File: src/rtl/pm_phy_pkg.sv
package pm_phy_pkg;
    localparam int DATA_W   = 16;
    localparam int REG_CNT  = 32;
    localparam int SEL_W    = $clog2(REG_CNT);

    localparam logic [SEL_W-1:0] SEL_CTRL = 5'd0;
    localparam logic [SEL_W-1:0] SEL_STAT = 5'd1;
    localparam logic [SEL_W-1:0] SEL_IDH  = 5'd2;
    localparam logic [SEL_W-1:0] SEL_IDL  = 5'd3;
    localparam logic [SEL_W-1:0] SEL_ADV  = 5'd4;
    localparam logic [SEL_W-1:0] SEL_LPA  = 5'd5;
    localparam logic [SEL_W-1:0] SEL_DIAG = 5'd18;

    localparam logic [DATA_W-1:0] STAT_LINKED = 16'h782C;
    localparam logic [DATA_W-1:0] LPA_FIXED   = 16'h4001;
    localparam logic [DATA_W-1:0] LPA_ADV_MSK = 16'h01E0;

    function automatic logic [DATA_W-1:0] pm_reset_word(input int idx);
        case (idx)
            0:       return 16'h3100;
            2:       return 16'h0300;
            3:       return 16'hE400;
            4:       return 16'h01E1;
            default: return '0;
        endcase
    endfunction
endpackage

File: src/rtl/pm_reg_store.sv
module pm_reg_store
    import pm_phy_pkg::*;
#(
    parameter int DEPTH = REG_CNT,
    parameter int DW    = DATA_W,
    localparam int AW   = $clog2(DEPTH)
) (
    input  logic          clk,
    input  logic          rst_n,
    input  logic [AW-1:0] sel,
    input  logic          wr_en,
    input  logic [DW-1:0] wr_data,
    output logic [DW-1:0] stored_word,
    output logic [DW-1:0] adv_word
);
    logic [DW-1:0] cells [DEPTH];

    always_ff @(posedge clk) begin
        if (!rst_n) begin
            for (int i = 0; i < DEPTH; i++) begin
                cells[i] <= pm_reset_word(i);
            end
        end else if (wr_en) begin
            cells[sel] <= wr_data;
        end
    end

    assign stored_word = cells[sel];
    assign adv_word    = cells[SEL_ADV];
endmodule

File: src/rtl/pm_view_gen.sv
module pm_view_gen
    import pm_phy_pkg::*;
(
    input  logic [SEL_W-1:0]  sel,
    input  logic              link_up,
    input  logic [DATA_W-1:0] stored_word,
    input  logic [DATA_W-1:0] adv_word,
    output logic [DATA_W-1:0] rd_data
);
    logic [DATA_W-1:0] diag_word;
    logic [DATA_W-1:0] lpa_word;

    always_comb begin
        diag_word     = '0;
        diag_word[10] = adv_word[7] | adv_word[8];
        diag_word[11] = adv_word[8] | adv_word[6];
        lpa_word      = LPA_FIXED | (adv_word & LPA_ADV_MSK);
    end

    always_comb begin
        case (sel)
            SEL_STAT: rd_data = link_up ? STAT_LINKED : '0;
            SEL_LPA:  rd_data = lpa_word;
            SEL_DIAG: rd_data = link_up ? diag_word : '0;
            default:  rd_data = stored_word;
        endcase
    end
endmodule

File: src/rtl/pm_phy_regs.sv
module pm_phy_regs
    import pm_phy_pkg::*;
#(
    parameter int REQ_W = 8
) (
    input  logic              clk,
    input  logic              rst_n,
    input  logic [REQ_W-1:0]  req,
    input  logic              wr_en,
    input  logic [DATA_W-1:0] wr_data,
    input  logic              link_up,
    output logic [DATA_W-1:0] rd_data
);
    logic [SEL_W-1:0]  sel;
    logic [DATA_W-1:0] stored_word;
    logic [DATA_W-1:0] adv_word;
    logic              unused_req_hi;

    assign sel           = req[SEL_W-1:0];
    assign unused_req_hi = ^req[REQ_W-1:SEL_W];

    pm_reg_store #(.DEPTH(REG_CNT), .DW(DATA_W)) u_store (
        .clk         (clk),
        .rst_n       (rst_n),
        .sel         (sel),
        .wr_en       (wr_en),
        .wr_data     (wr_data),
        .stored_word (stored_word),
        .adv_word    (adv_word)
    );

    pm_view_gen u_view (
        .sel         (sel),
        .link_up     (link_up),
        .stored_word (stored_word),
        .adv_word    (adv_word),
        .rd_data     (rd_data)
    );
endmodule

File: config.mk
export PLATFORM = sky130hd
export DESIGN_NAME = pm_phy_regs
export DESIGN_NICKNAME = d
export VERILOG_FILES = /design/src/rtl/pm_phy_pkg.sv /design/src/rtl/pm_reg_store.sv /design/src/rtl/pm_view_gen.sv /design/src/rtl/pm_phy_regs.sv
export SDC_FILE = /design/constraint.sdc
export NUM_CORES = 1
export LEC_CHECK = 0
export ABC_CLOCK_PERIOD_IN_PS = 5100
export BUFFER_PORTS_ARGS = -buffer_cell sky130_fd_sc_hd__buf_2
export CAP_MARGIN = 40
export CORE_ASPECT_RATIO = 0.8
export CORE_MARGIN = 2
export CORE_UTILIZATION = 60
export DETAILED_ROUTE_END_ITERATION = 7
export GPL_ROUTABILITY_DRIVEN = 0
export PLACE_DENSITY = 0.77
export SLEW_MARGIN = 5
export SYNTH_ARGS = -nofsm -noshare
export SYNTH_HDL_FRONTEND = slang
export SYNTH_SLANG_ARGS = --single-unit
export TNS_END_PERCENT = 1
File: constraint.sdc
create_clock -name clk -period 5.1 [get_ports clk]
set_clock_uncertainty 0.05 [all_clocks]
set_input_delay 1.02 -clock clk [delete_from_list [all_inputs] [get_ports clk]]
set_output_delay 1.02 -clock clk [all_outputs]
set_load 0.01 [all_outputs]
Word-level counts from Yosys, hierarchy flattened
Memory sizes are Yosys's and may differ from the RTL's.
Cells that the tools add are included.
{"block": "totals", "register_bits": 0, "latch_bits": 0, "ramBits": 512, "mem_bits_ro": 0, "output_inout_bits": 16, "wordCells": 22, "memories": 1}
{"block": "classes", "addsub": 0, "mul": 0, "div": 0, "magnitude_cmp": 0, "n_eq_ne": 3, "n_shift": 0, "mux": 15, "n_bitwise": 2, "n_reduce_logical": 1}
{"memory": "u_store.cells", "depth": 32, "width": 16, "read_ports": 2, "rd_clocked_by_memory_dff": 0, "write_ports": 32, "line": "pm_reg_store.sv:16", "rtl": "logic [DW-1:0] cells [DEPTH];"}
{"operator": "$mux 16", "count": 6}
{"operator": "$pmux 16 s3", "count": 1}
{"operator": "$reduce_or 16->1", "count": 1}
{"operator": "$mux 15", "count": 1}
{"operator": "$mux 12", "count": 1}
{"operator": "$eq 5x1->1 const B", "count": 1}
{"operator": "$eq 5x3->1 const B", "count": 1}
{"operator": "$eq 5x5->1 const B", "count": 1}
{"operator": "$mux 1", "count": 5}
{"operator": "$mux 5", "count": 1}
{"operator": "$or 1x1->1", "count": 2}

Logic depth before layout (Yosys ltp)
Gate-level depths: netlist (run 1).
{"block": "depth", "ltp_word": 5, "depth_mapped": 8, "mapped_depth_nobuf": 5}

Hierarchy
From an unflattened synthesis (run 1), not the netlist that was laid out.
{"block": "unflattened", "hier_cells": 1736, "area_unflattened_um2": 23897.9}
{"module": "pm_reg_store", "n_inst": 1, "cells_each": 1708, "area_each_um2": 23660.2, "seq_area_each_um2": 15374.7}
{"module": "pm_view_gen", "n_inst": 1, "cells_each": 28, "area_each_um2": 237.7, "seq_area_each_um2": 0.0}

Least setup slack after synthesis (run 1)
Ideal clock, no wire load.
{"block": "synth_path", "path_type": "input port to flip-flop", "from": "in req[0]", "to": "mem u_store.cells[11][0] (netlist bit) (enable)", "arrival_time_ns": 3.198, "slack_ns": 1.441, "cell_stages": 7, "n_path_buf": 5, "cell_sequence": "buf_6 -> buf_6 -> buf_4 -> nand4_1 -> buf_2 -> clkbuf_1 -> o21ai_0"}
{"item": "start: declaration", "line": "pm_phy_regs.sv:8", "rtl": "input logic [REQ_W-1:0] req,"}
{"item": "end: declaration", "line": "pm_reg_store.sv:16"}

Worst setup path in the final report (run 1)
{"block": "layout_path", "from": "in req[2]", "to": "out rd_data[14]"}
{"block": "layout_via", "elab_chain_cells": 2}
{"item": "$mem_v2 32x16 (tied with other cells)"}
{"item": "$pmux 16 s3 *", "line": "pm_view_gen.sv:21", "rtl": "case (sel)"}
{"item": "end: declaration", "line": "pm_phy_regs.sv:12", "rtl": "output logic [DATA_W-1:0] rd_data"}
Every way passes the cells marked *; elsewhere a longest branch is shown, timed or not.

==> metrics.md, run 1 <==
| Metric | Value |
|---|---|
| CP dominant cell by count | buf_2 |
| Top cells by area, synth | edfxtp_1 (65%), and2_1 (13%), mux4_2 (9.8%), mux2i_1 (2.2%), clkbuf_1 (1.6%) |
| Io pins | 44 |
| Post-Syn Nets | 1,594 |
| Crit path cell chain | buf_2, inv_1, nand2_1, o22ai_1, o311a_1, a21oi_1, buf_2 |
| Sequential cell area | 0.01501 mm² |
| Unrepaired setup endpoints after global routing | no |
| Share of the clock period used by the worst path | 0.9016 |
| Slowest stage cell on the critical path | inv_1 |
| Die X-Extent | 223.7 µm |
| Initial antenna violation count | 0 |
| First-pass GRT wire length | 87,790 µm |
| Startpoint Class | input port |
| Top delay family on crit path | buffers and inverters |
| CP Capture Type | primary output |
| Maximum clock frequency | 217.5 MHz |
| Asr flop ratio synth | 0 |
| Power density over cell area | 355.0 mW/mm² |
| Critical Path Max Stage Delay | 470 ps |
| Setup violators final | 0 |
| Maximum vdd drop | 0.2816 mV |
| GRT met2 Usage | 0.4501 |
| H-tree depth | 2 |
| Syn-to-layout area delta | 10.59% |
| Fill cells | 2,628 |
| Post-DP HPWL | 37,690 µm |
| Most used DFF post-synth | edfxtp_1 |
| CTS buffer count | 49 |
| Hold wc startpoint | wr_data[5] |
| Layout cell share with drive strength beyond 1 | 0.1936 |
| Post-CTS sizing | 0 |
| Footprint of the multi-input gates | 0.007458 mm² |
| First drt pass iteration count | 6 |
| Syn Area/Cell | 14.79 µm² |
| Fin util | 0.6720 |
| Avg WL per Cell | 27.92 µm |
| Max reg flops | 500 |
| Met3 Track Usage GR | 0.08156 |
| Die area | 0.04020 mm² |
| Fin. Hold Viols | 0 |
| Hold Path Class | in2reg |
| Grt total ovfl | 0 |
| FF+latch count, synth | 500 |
| Cell area after synthesis | 0.02316 mm² |
| Yosys warnings | 0 |
| Worst-path fanout max | 16 |
| Max_cap viols | 0 |
| Count leader, synth | edfxtp_1 |
| Cells after Synth | 1,566 |
| Post-CTS Setup Inserts | 0 |
| Final hold slack | 1094 ps |
| Netlist cell types | 52 |
| Vias | 13,770 |
| Final worst path period need | 4598 ps |
| CP Class | in2out |
| Initial Util | 0.6076 |
| Reg clk slew, reported paths | 60 ps |
| Critical Path RT | 4030 ps |
| Clk sink count | 500 |
| Clk Tree Root Cell | clkbuf_16 |
| Leakage | 9.038 nW |
| Setup TNS | 0 ps |
| Clock Path Buffers | 3 |
| Vias/cell | 6.456 |
| Final Max Tran Viols | 0 |
| Area leader, netlist | edfxtp_1 |
| FP Rows | 64 |
| Sequential share of the synthesized area | 0.6483 |
| CORE AREA | 0.03812 mm² |
| Largest Register | u_store.cells |
| I/O Buffers | 40 |
| Status | finished, final reports clean |
| Largest net degree at the start of global routing | 49 |
| Final wirelength | 59,560 µm |
| Hold_buf cts | 0 |
| Residual DRC | 0 |
| PnR Total Power | 0.009093 W |
| Worst-Margin Slew | 1004 ps |
| Die Y | 179.7 µm |
| ANT nets after route | 0 |
| Worst Path Buf+Inv | 3 |
| Global-route usage over all layers | 0.3016 |
| DRT iter0 DRCs | 2,041 |
| Biggest regs | u_store.cells: 500 flops |
| Most frequent cells after synthesis | edfxtp_1 (500), and2_1 (487), mux4_2 (101), clkbuf_1 (99), mux2i_1 (51) |
| Layout Nets | 1,633 |
| Worst Hold Endpoint | u_store.cells[2][5] |
| Number of global-route vias before repair | 13,420 |
| Synth top area share | 0.6483 |
| M1 GR Usage | 0.4375 |
| Most Crowded Layer GR | met2 |
| Post-synth EDFFs | 500 |
| Hold depth | 2 |
| Normalized max-slew margin | 0.3288 |
| CP Data Arrival Time | 3530 ps |
| CTS tree | yes |
## through the flow
| step | std cells | setup slack (ps) | area (µm²) |
|---|---|---|---|
| floorplan | 1566 | 1441 | 23160 |
| global placement | 2040 | 578.1 | 24010 |
| detailed placement | 2049 | 575.2 | 24090 |
| CTS | 2132 | 574.7 | 25610 |
| global route | 2132 | 450.6 | 25610 |
| finish | 2133 | 502.0 | 25610 |
## layout make-up
cell class / instances / area share
Multi-Input combinational cell: 918 / 0.2912
Antenna cell: 1 / 0.00009770
Sequential cell: 500 / 0.5862
Tap cell: 495 / 0.02418
Clock inverter: 19 / 0.007718
Clock buffer: 64 / 0.05173
Inverter: 2 / 0.0002931
Timing Repair Buffer: 134 / 0.03859
## placed cells by master (no fill, tap or decap), types with 5 or more instances in the layout
cell / n
nand3_1: 20
a21oi_1: 11
nor2b_1: 6
o211ai_1: 8
a22oi_1: 9
clkinv_1: 6
nor4_1: 5
o21ai_1: 33
o22ai_1: 16
mux2i_1: 51
buf_2: 38
nor2_2: 7
nand2_1: 28
mux2_2: 9
clkbuf_16: 51
o21ai_0: 9
a31oi_1: 8
clkinv_2: 7
buf_4: 87
and2_1: 487
nor2_1: 44
edfxtp_1: 500
buf_12: 5
mux4_2: 101
clkbuf_1: 13
or3_1: 14
## kinds of logic after synthesis
logic type             count (synthesis)  synth area share
muxes                                161            0.1246
and+or+nand+nor                      631            0.1620
buffers and inverters                148           0.02966
DFF                                  500            0.6483
AOI/OAI and AO/OA                    126           0.03539
## power by group
group | switching, W | internal, W
clock | 0.00150 | 0.00202
combinational | 0.000493 | 0.000279
sequential | 0.0000624 | 0.00473
total | 0.00206 | 0.00704
## layer usage
layer / part of all wire / wire (µm)
met5: 0 / 0
met1: 0.39 / 23060
met4: 0.034 / 2047
met3: 0.12 / 7267
met2: 0.46 / 27190
## worst max-delay path by stage
stage / startpoint / to / cells after the start / slack, ps
after floorplan: req[0] / u_store.cells[11][0] / 7 / 1440
after global placement: req[0] / rd_data[1] / 7 / 580
after detailed placement: req[0] / rd_data[1] / 7 / 580
after CTS: req[0] / rd_data[1] / 7 / 570
after global routing: req[0] / rd_data[15] / 7 / 450
final: req[2] / rd_data[14] / 7 / 500
Note: power is estimated with default switching activity, not from simulation.
==> inputs of run 2 (changes only) <==
- CELL_PAD_IN_SITES_DETAIL_PLACEMENT: unset -> 1
- CELL_PAD_IN_SITES_GLOBAL_PLACEMENT: unset -> 2
- CORE_UTILIZATION: 60 -> 50
- PLACE_DENSITY: 0.77 -> unset
- PLACE_DENSITY_LB_ADDON: unset -> 0.1
- REMOVE_ABC_BUFFERS: unset -> 1
==> run 2 against run 1 <==
- global-route usage shrank 1.3 points
- hold slack lost 25 ps
- cell area grew 1.3%
- clock-buffer cell count shrank 1
==> metrics.md, run 2 (same netlist as run 1, synthesis figures left out) <==
| Metric | Value |
|---|---|
| Status | finished, final reports clean |
| Residual DRC | 0 |
| CP Data Arrival Time | 3620 ps |
| Hold depth | 2 |
| First-pass GRT wire length | 99,040 µm |
| Final wirelength | 67,760 µm |
| Die Y | 196.5 µm |
| Clk Tree Root Cell | clkbuf_16 |
| Initial antenna violation count | 4 |
| Normalized max-slew margin | 0.3917 |
| Worst Path Buf+Inv | 3 |
| Final Max Tran Viols | 0 |
| Worst-path fanout max | 53 |
| Total net switching power | 0.002171 W |
| Critical Path RT | 4030 ps |
| Top delay family on crit path | simple AND/OR/NAND/NOR gates |
| CTS tree | yes |
| Pre-CTS setup slack | 495.1 ps |
| CP Class | in2out |
| Slowest stage cell on the critical path | a221oi_1 |
| DRT iter0 DRCs | 1,458 |
| Io pins | 44 |
| Setup violators final | 0 |
| Initial Util | 0.5066 |
| Most frequent cells in the layout | edfxtp_1 (500), and2_1 (487), mux4_2 (101), buf_4 (95), clkbuf_16 (53) |
| Commonest non-fill, non-tap cell in the layout | edfxtp_1 |
| Setup TNS | 0 ps |
| Power density over cell area | 359.4 mW/mm² |
| Clock Power Share | 0.400 |
| P_int | 0.007160 W |
| Die area | 0.04807 mm² |
| Maximum vdd drop | 0.2385 mV |
| Die X-Extent | 244.6 µm |
| Clk sink count | 500 |
| H-tree depth | 2 |
| Post-CTS Setup Inserts | 0 |
| Layout Nets | 1,646 |
| Hold_buf cts | 0 |
| Reg power frac | 0.515 |
| Largest Register | u_store.cells |
| CP Capture Type | primary output |
| Worst-Margin Slew | 909.1 ps |
| Design area | 0.02596 mm² |
| Max_cap viols | 0 |
| Critical Path Max Stage Delay | 690 ps |
| CTS buffer count | 51 |
| Layout cell share with drive strength beyond 1 | 0.2018 |
| Hold Path Class | in2reg |
| DP Area | 0.02431 mm² |
| Number of global-route vias before repair | 14,260 |
| Fill cells | 4,335 |
| Startpoint Class | input port |
| I/O Buffers | 40 |
| Max reg flops | 500 |
| Post-CTS sizing | 0 |
| Fin. Hold Viols | 0 |
| Global-route usage over all layers | 0.2887 |
| ANT nets after route | 0 |
| Sw Ratio | 0.2326 |
| Vias/cell | 6.002 |
| Avg WL per Cell | 29.76 µm |
| Syn-to-layout area delta | 12.09% |
| Final worst slack | 409.3 ps |
| Leakage | 9.141 nW |
| CORE AREA | 0.04572 mm² |
| FP Rows | 70 |
| Share of the clock period used by the worst path | 0.9197 |
| Reg clk slew, reported paths | 60 ps |
| Post-DP HPWL | 43,300 µm |
| Vias | 13,670 |
| Final worst path period need | 4691 ps |
| Grt total ovfl | 0 |
| Largest net degree at the start of global routing | 54 |
| Final hold slack | 1069 ps |
| Combinational share of power | 0.085 |
| Unrepaired setup endpoints after global routing | no |
| Maximum clock frequency | 213.2 MHz |
| Crit path cell chain | buf_6, buf_4, nor2b_1, nand4_1, a221oi_1, buf_2 |
| Clock Path Buffers | 3 |
| First drt pass iteration count | 5 |
| Worst path depth | 6 |
| Biggest regs | u_store.cells: 500 flops |
## run 2: cell count changes in the layout (fill, tap and decap cells not counted), moves of 2 or more
cell	change
buf_4	+8
buf_12	-3
diode_2	+4
clkinv_1	+10
buf_6	+5
clkbuf_1	-3
o21ai_2	+2
o21ai_1	-2
clkinv_2	+3
clkbuf_16	+2
## run 2: worst paths after layout
kind / from / to / slack (ps)
max: req[1] / rd_data[2] / 410
min: wr_data[13] / u_store.cells[24][13] / 1070
## run 2: final cells by class
| type | count | area [µm²] | share of cell area |
|---|---|---|---|
| inverters | 2 | 7.507 | 0.0002892 |
| diodes | 5 | 12.51 | 0.0004820 |
| well taps | 612 | 765.7 | 0.02950 |
| flip-flops and latches | 500 | 15010 | 0.5784 |
| clock buffers | 63 | 1364 | 0.05254 |
| clock inverters | 32 | 269.0 | 0.01036 |
| repair buffers | 145 | 1060 | 0.04083 |
| multi-input cells | 918 | 7466 | 0.2876 |
## run 2: power by group through the flow
stage | clock network, W | logic (W) | registers, W
2_1_floorplan | 0 | 0.000350 | 0.00486
3_3_place_gp | 0 | 0.000776 | 0.00487
6_report | 0.00374 | 0.000793 | 0.00480
3_5_place_dp | 0 | 0.000785 | 0.00489
4_1_cts | 0.00378 | 0.000790 | 0.00480
5_1_grt | 0.00391 | 0.000831 | 0.00482
## run 2: metal layers
| metal | vias to the layer above | wire (µm) | GRT usage |
|---|---|---|---|
| li1 | 5890 | - | - |
| met1 | 7217 | 29420 | 0.4182 |
| met2 | 485 | 31690 | 0.4483 |
| met3 | 75 | 5361 | 0.06740 |
| met4 | 0 | 1284 | 0.06346 |
| met5 | - | 0 | 0 |
## run 2: through the flow
stage | power [W] | util | std cells
floorplan | 0.005210 | - | 1420
global placement | 0.005647 | 0.5294 | 2167
detailed placement | 0.005672 | 0.5318 | 2177
CTS | 0.009369 | 0.5675 | 2272
global route | 0.009565 | 0.5675 | 2272
finish | 0.009331 | 0.5678 | 2277
==> inputs of run 3 (changes only) <==
- CORE_UTILIZATION: 50 -> 49
- RECOVER_POWER: unset -> 25
- SYNTH_HIERARCHICAL: unset -> 1
==> run 3 against run 2 <==
- non-clock buffer count rose by 9
- critical path depth rose by 1
- total power fell by 0.56%
- utilization fell by 1.8 points
- first-iteration DRC count fell by 11%
- sequential share of layout area rose by 0.11 points
- wire length rose by 3.5%
- clock-buffer cell count rose by 1
- cell area rose by 2.2%
- area after synthesis rose by 3.2%
- via count rose by 6.4%
- critical endpoint is now rd_data[3]
==> metrics.md, run 3 <==
| Metric | Value |
|---|---|
| Status | finished, final reports clean |
| Layout cell share with drive strength beyond 1 | 0.1253 |
| Number of global-route vias before repair | 14,580 |
| Synth top area share | 0.6434 |
| CTS tree | yes |
| FP Rows | 72 |
| Netlist cell types | 47 |
| Syn Area/Cell | 13.77 µm² |
| Yosys warnings | 6 |
| Cell area after synthesis | 0.02390 mm² |
| Hold_buf cts | 0 |
| Post-CTS sizing | 0 |
| Crit path cell chain | buf_2, or4b_1, o22ai_1, nor4_1, nand2_1, a21o_1, buf_2 |
| Power density over cell area | 349.8 mW/mm² |
| Post-synth EDFFs | 512 |
| Most frequent cells after synthesis | edfxtp_1 (512), and2_1 (503), mux2i_1 (256), o22ai_1 (128), clkbuf_1 (75) |
| Post-CTS Setup Inserts | 0 |
| Syn-to-layout area delta | 11.01% |
| Final worst path period need | 4801 ps |
| Area leader, netlist | edfxtp_1 |
| CP dominant cell by count | buf_2 |
| Slowest stage cell on the critical path | or4b_1 |
| Max_cap viols | 0 |
| Avg WL per Cell | 28.49 µm |
| Final wirelength | 70,130 µm |
| Clk Tree Root Cell | clkbuf_16 |
| Setup violators final | 0 |
| Post-DP HPWL | 45,010 µm |
| Residual DRC | 0 |
| Maximum clock frequency | 208.3 MHz |
| Maximum vdd drop | 0.2458 mV |
| Initial Util | 0.4949 |
| Global-route usage over all layers | 0.2794 |
| Fin. Hold Viols | 0 |
| Share of the clock period used by the worst path | 0.9414 |
| Design area | 0.02653 mm² |
| ANT nets after route | 0 |
| Met1 wire length | 31,920 µm |
| Sw Ratio | 0.2397 |
| Cells after Synth | 1,736 |
| Reg power frac | 0.530 |
| Met3 wire length | 5854 µm |
| First drt pass iteration count | 5 |
| DP Area | 0.02507 mm² |
| WL met2 | 30,640 µm |
| Layout Nets | 1,814 |
| Commonest non-fill, non-tap cell in the layout | edfxtp_1 |
| Final hold slack | 1011 ps |
| Die X-Extent | 250.9 µm |
| Asr flop ratio synth | 0 |
| Worst-Margin Slew | 1202 ps |
| CORE AREA | 0.04829 mm² |
| Sequential share of the synthesized area | 0.6434 |
| Clock Power Share | 0.388 |
| Unrepaired setup endpoints after global routing | no |
| Setup TNS | 0 ps |
| CP Capture Type | primary output |
| Initial antenna violation count | 6 |
| Combinational share of power | 0.083 |
| Final Max Tran Viols | 0 |
| Normalized max-slew margin | 0.1985 |
| Leakage | 9.871 nW |
| Clock Path Buffers | 3 |
| Count leader, synth | edfxtp_1 |
| P_int | 0.007055 W |
| Clk sink count | 512 |
| Worst Hold Endpoint | u_store/cells[7][9] |
| FF+latch count, synth | 512 |
| Die area | 0.05056 mm² |
| Top cells by area, synth | edfxtp_1 (64%), and2_1 (13%), mux2i_1 (11%), o22ai_1 (3.4%), clkbuf_1 (1.2%) |
| Hold depth | 2 |
| CP Class | in2out |
| Max reg flops | 512 |
| Final worst slack | 298.9 ps |
| Critical Path RT | 4030 ps |
| Biggest regs | u_store/cells: 512 flops |
| CTS buffer count | 53 |
| Most frequent cells in the layout | edfxtp_1 (512), and2_1 (444), mux2i_1 (256), o22ai_1 (128), buf_4 (90) |
| I/O Buffers | 40 |
| Hold Path Class | in2reg |
| Reg clk slew, reported paths | 60 ps |
| First-pass GRT wire length | 101,200 µm |
| Total net switching power | 0.002224 W |
| Startpoint Class | input port |
| Io pins | 44 |
| Top sig layer | met5 |
| Worst-path fanout max | 25 |
| Critical Path Max Stage Delay | 730 ps |
| Vias/cell | 5.908 |
| Hold wc startpoint | wr_data[9] |
| CP Data Arrival Time | 3730 ps |
| DRT iter0 DRCs | 1,298 |
| Die Y | 201.5 µm |
| Most used DFF post-synth | edfxtp_1 |
| Largest net degree at the start of global routing | 61 |
| Pre-CTS setup slack | 409.6 ps |
| Largest Register | u_store/cells |
| Grt total ovfl | 0 |
| Vias | 14,550 |
| H-tree depth | 2 |
[run 3: changes by cell type in the layout (fill, tap and decap cells not counted), sizes merged, moves of 12 or more]
cell | previous run | this run
nand3 | 21 | 1
nor2 | 51 | 29
mux4 | 101 | 0
mux2i | 51 | 256
o22ai | 16 | 128
edfxtp | 500 | 512
clkbuf | 63 | 80
and2 | 487 | 503
o21ai | 42 | 28
nor4 | 5 | 32
[run 3: final cells by class]
cell class,count,area (µm²)
sequential,512,15370
antenna,6,15.01
fill,4729,21760
multi-input combinational,1065,7674
clock buffer,64,1368
clock inverter,32,197.7
timing repair buffer,154,1114
tap,629,787.0
[run 3: critical path, delay by kind of cell]
family                 cells  cell delay, ps
buffers and inverters      2             570
and+or+nand+nor            3            1500
AOI/OAI and AO/OA          2             600
[run 3: cell families (layout without fill, tap and decap cells)]
kind of cell / Yosys count / in the layout / synth area share
other: 0 / 6 / 0
flip-flops: 512 / 512 / 0.6434
AND/OR/NAND/NOR: 640 / 640 / 0.1720
buffers and inverters: 159 / 250 / 0.03293
multiplexers: 256 / 256 / 0.1072
AO/OA/AOI/OAI: 169 / 169 / 0.04445
[run 3: routing by layer]
| metal | vias to the layer above | global-route usage |
|---|---|---|
| met5 | - | 0 |
| li1 | 6455 | - |
| met4 | 2 | 0.07717 |
| met3 | 88 | 0.06171 |
| met2 | 483 | 0.4127 |
| met1 | 7518 | 0.4168 |
[run 3: stage by stage]
| stage | std cells | util | power (W) |
|---|---|---|---|
| floorplan | 1577 | - | 0.005308 |
| global placement | 2354 | 0.5179 | 0.005737 |
| detailed placement | 2360 | 0.5192 | 0.005773 |
| CTS | 2456 | 0.5516 | 0.009348 |
| global route | 2456 | 0.5491 | 0.009561 |
| finish | 2462 | 0.5494 | 0.009279 |
[run 3: how the worst max path moves through the flow]
stage | end | slack (ps) | depth (start not counted) | startpoint
after global routing | rd_data[4] | 260 | 7 | req[4]
after floorplan | rd_data[11] | 1760 | 5 | req[0]
after CTS | rd_data[3] | 370 | 7 | req[2]
after detailed placement | rd_data[12] | 410 | 7 | req[2]
after global placement | rd_data[12] | 440 | 7 | req[2]
final | rd_data[3] | 300 | 7 | req[2]
[run 3: power groups by stage]
stage	sequential [W]	clock, W	combinational [W]
after floorplan	0.00498	0	0.000324
after global placement	0.00499	0	0.000751
after detailed placement	0.00500	0	0.000769
after CTS	0.00492	0.00366	0.000772
after global routing	0.00494	0.00382	0.000809
final	0.00492	0.00360	0.000766
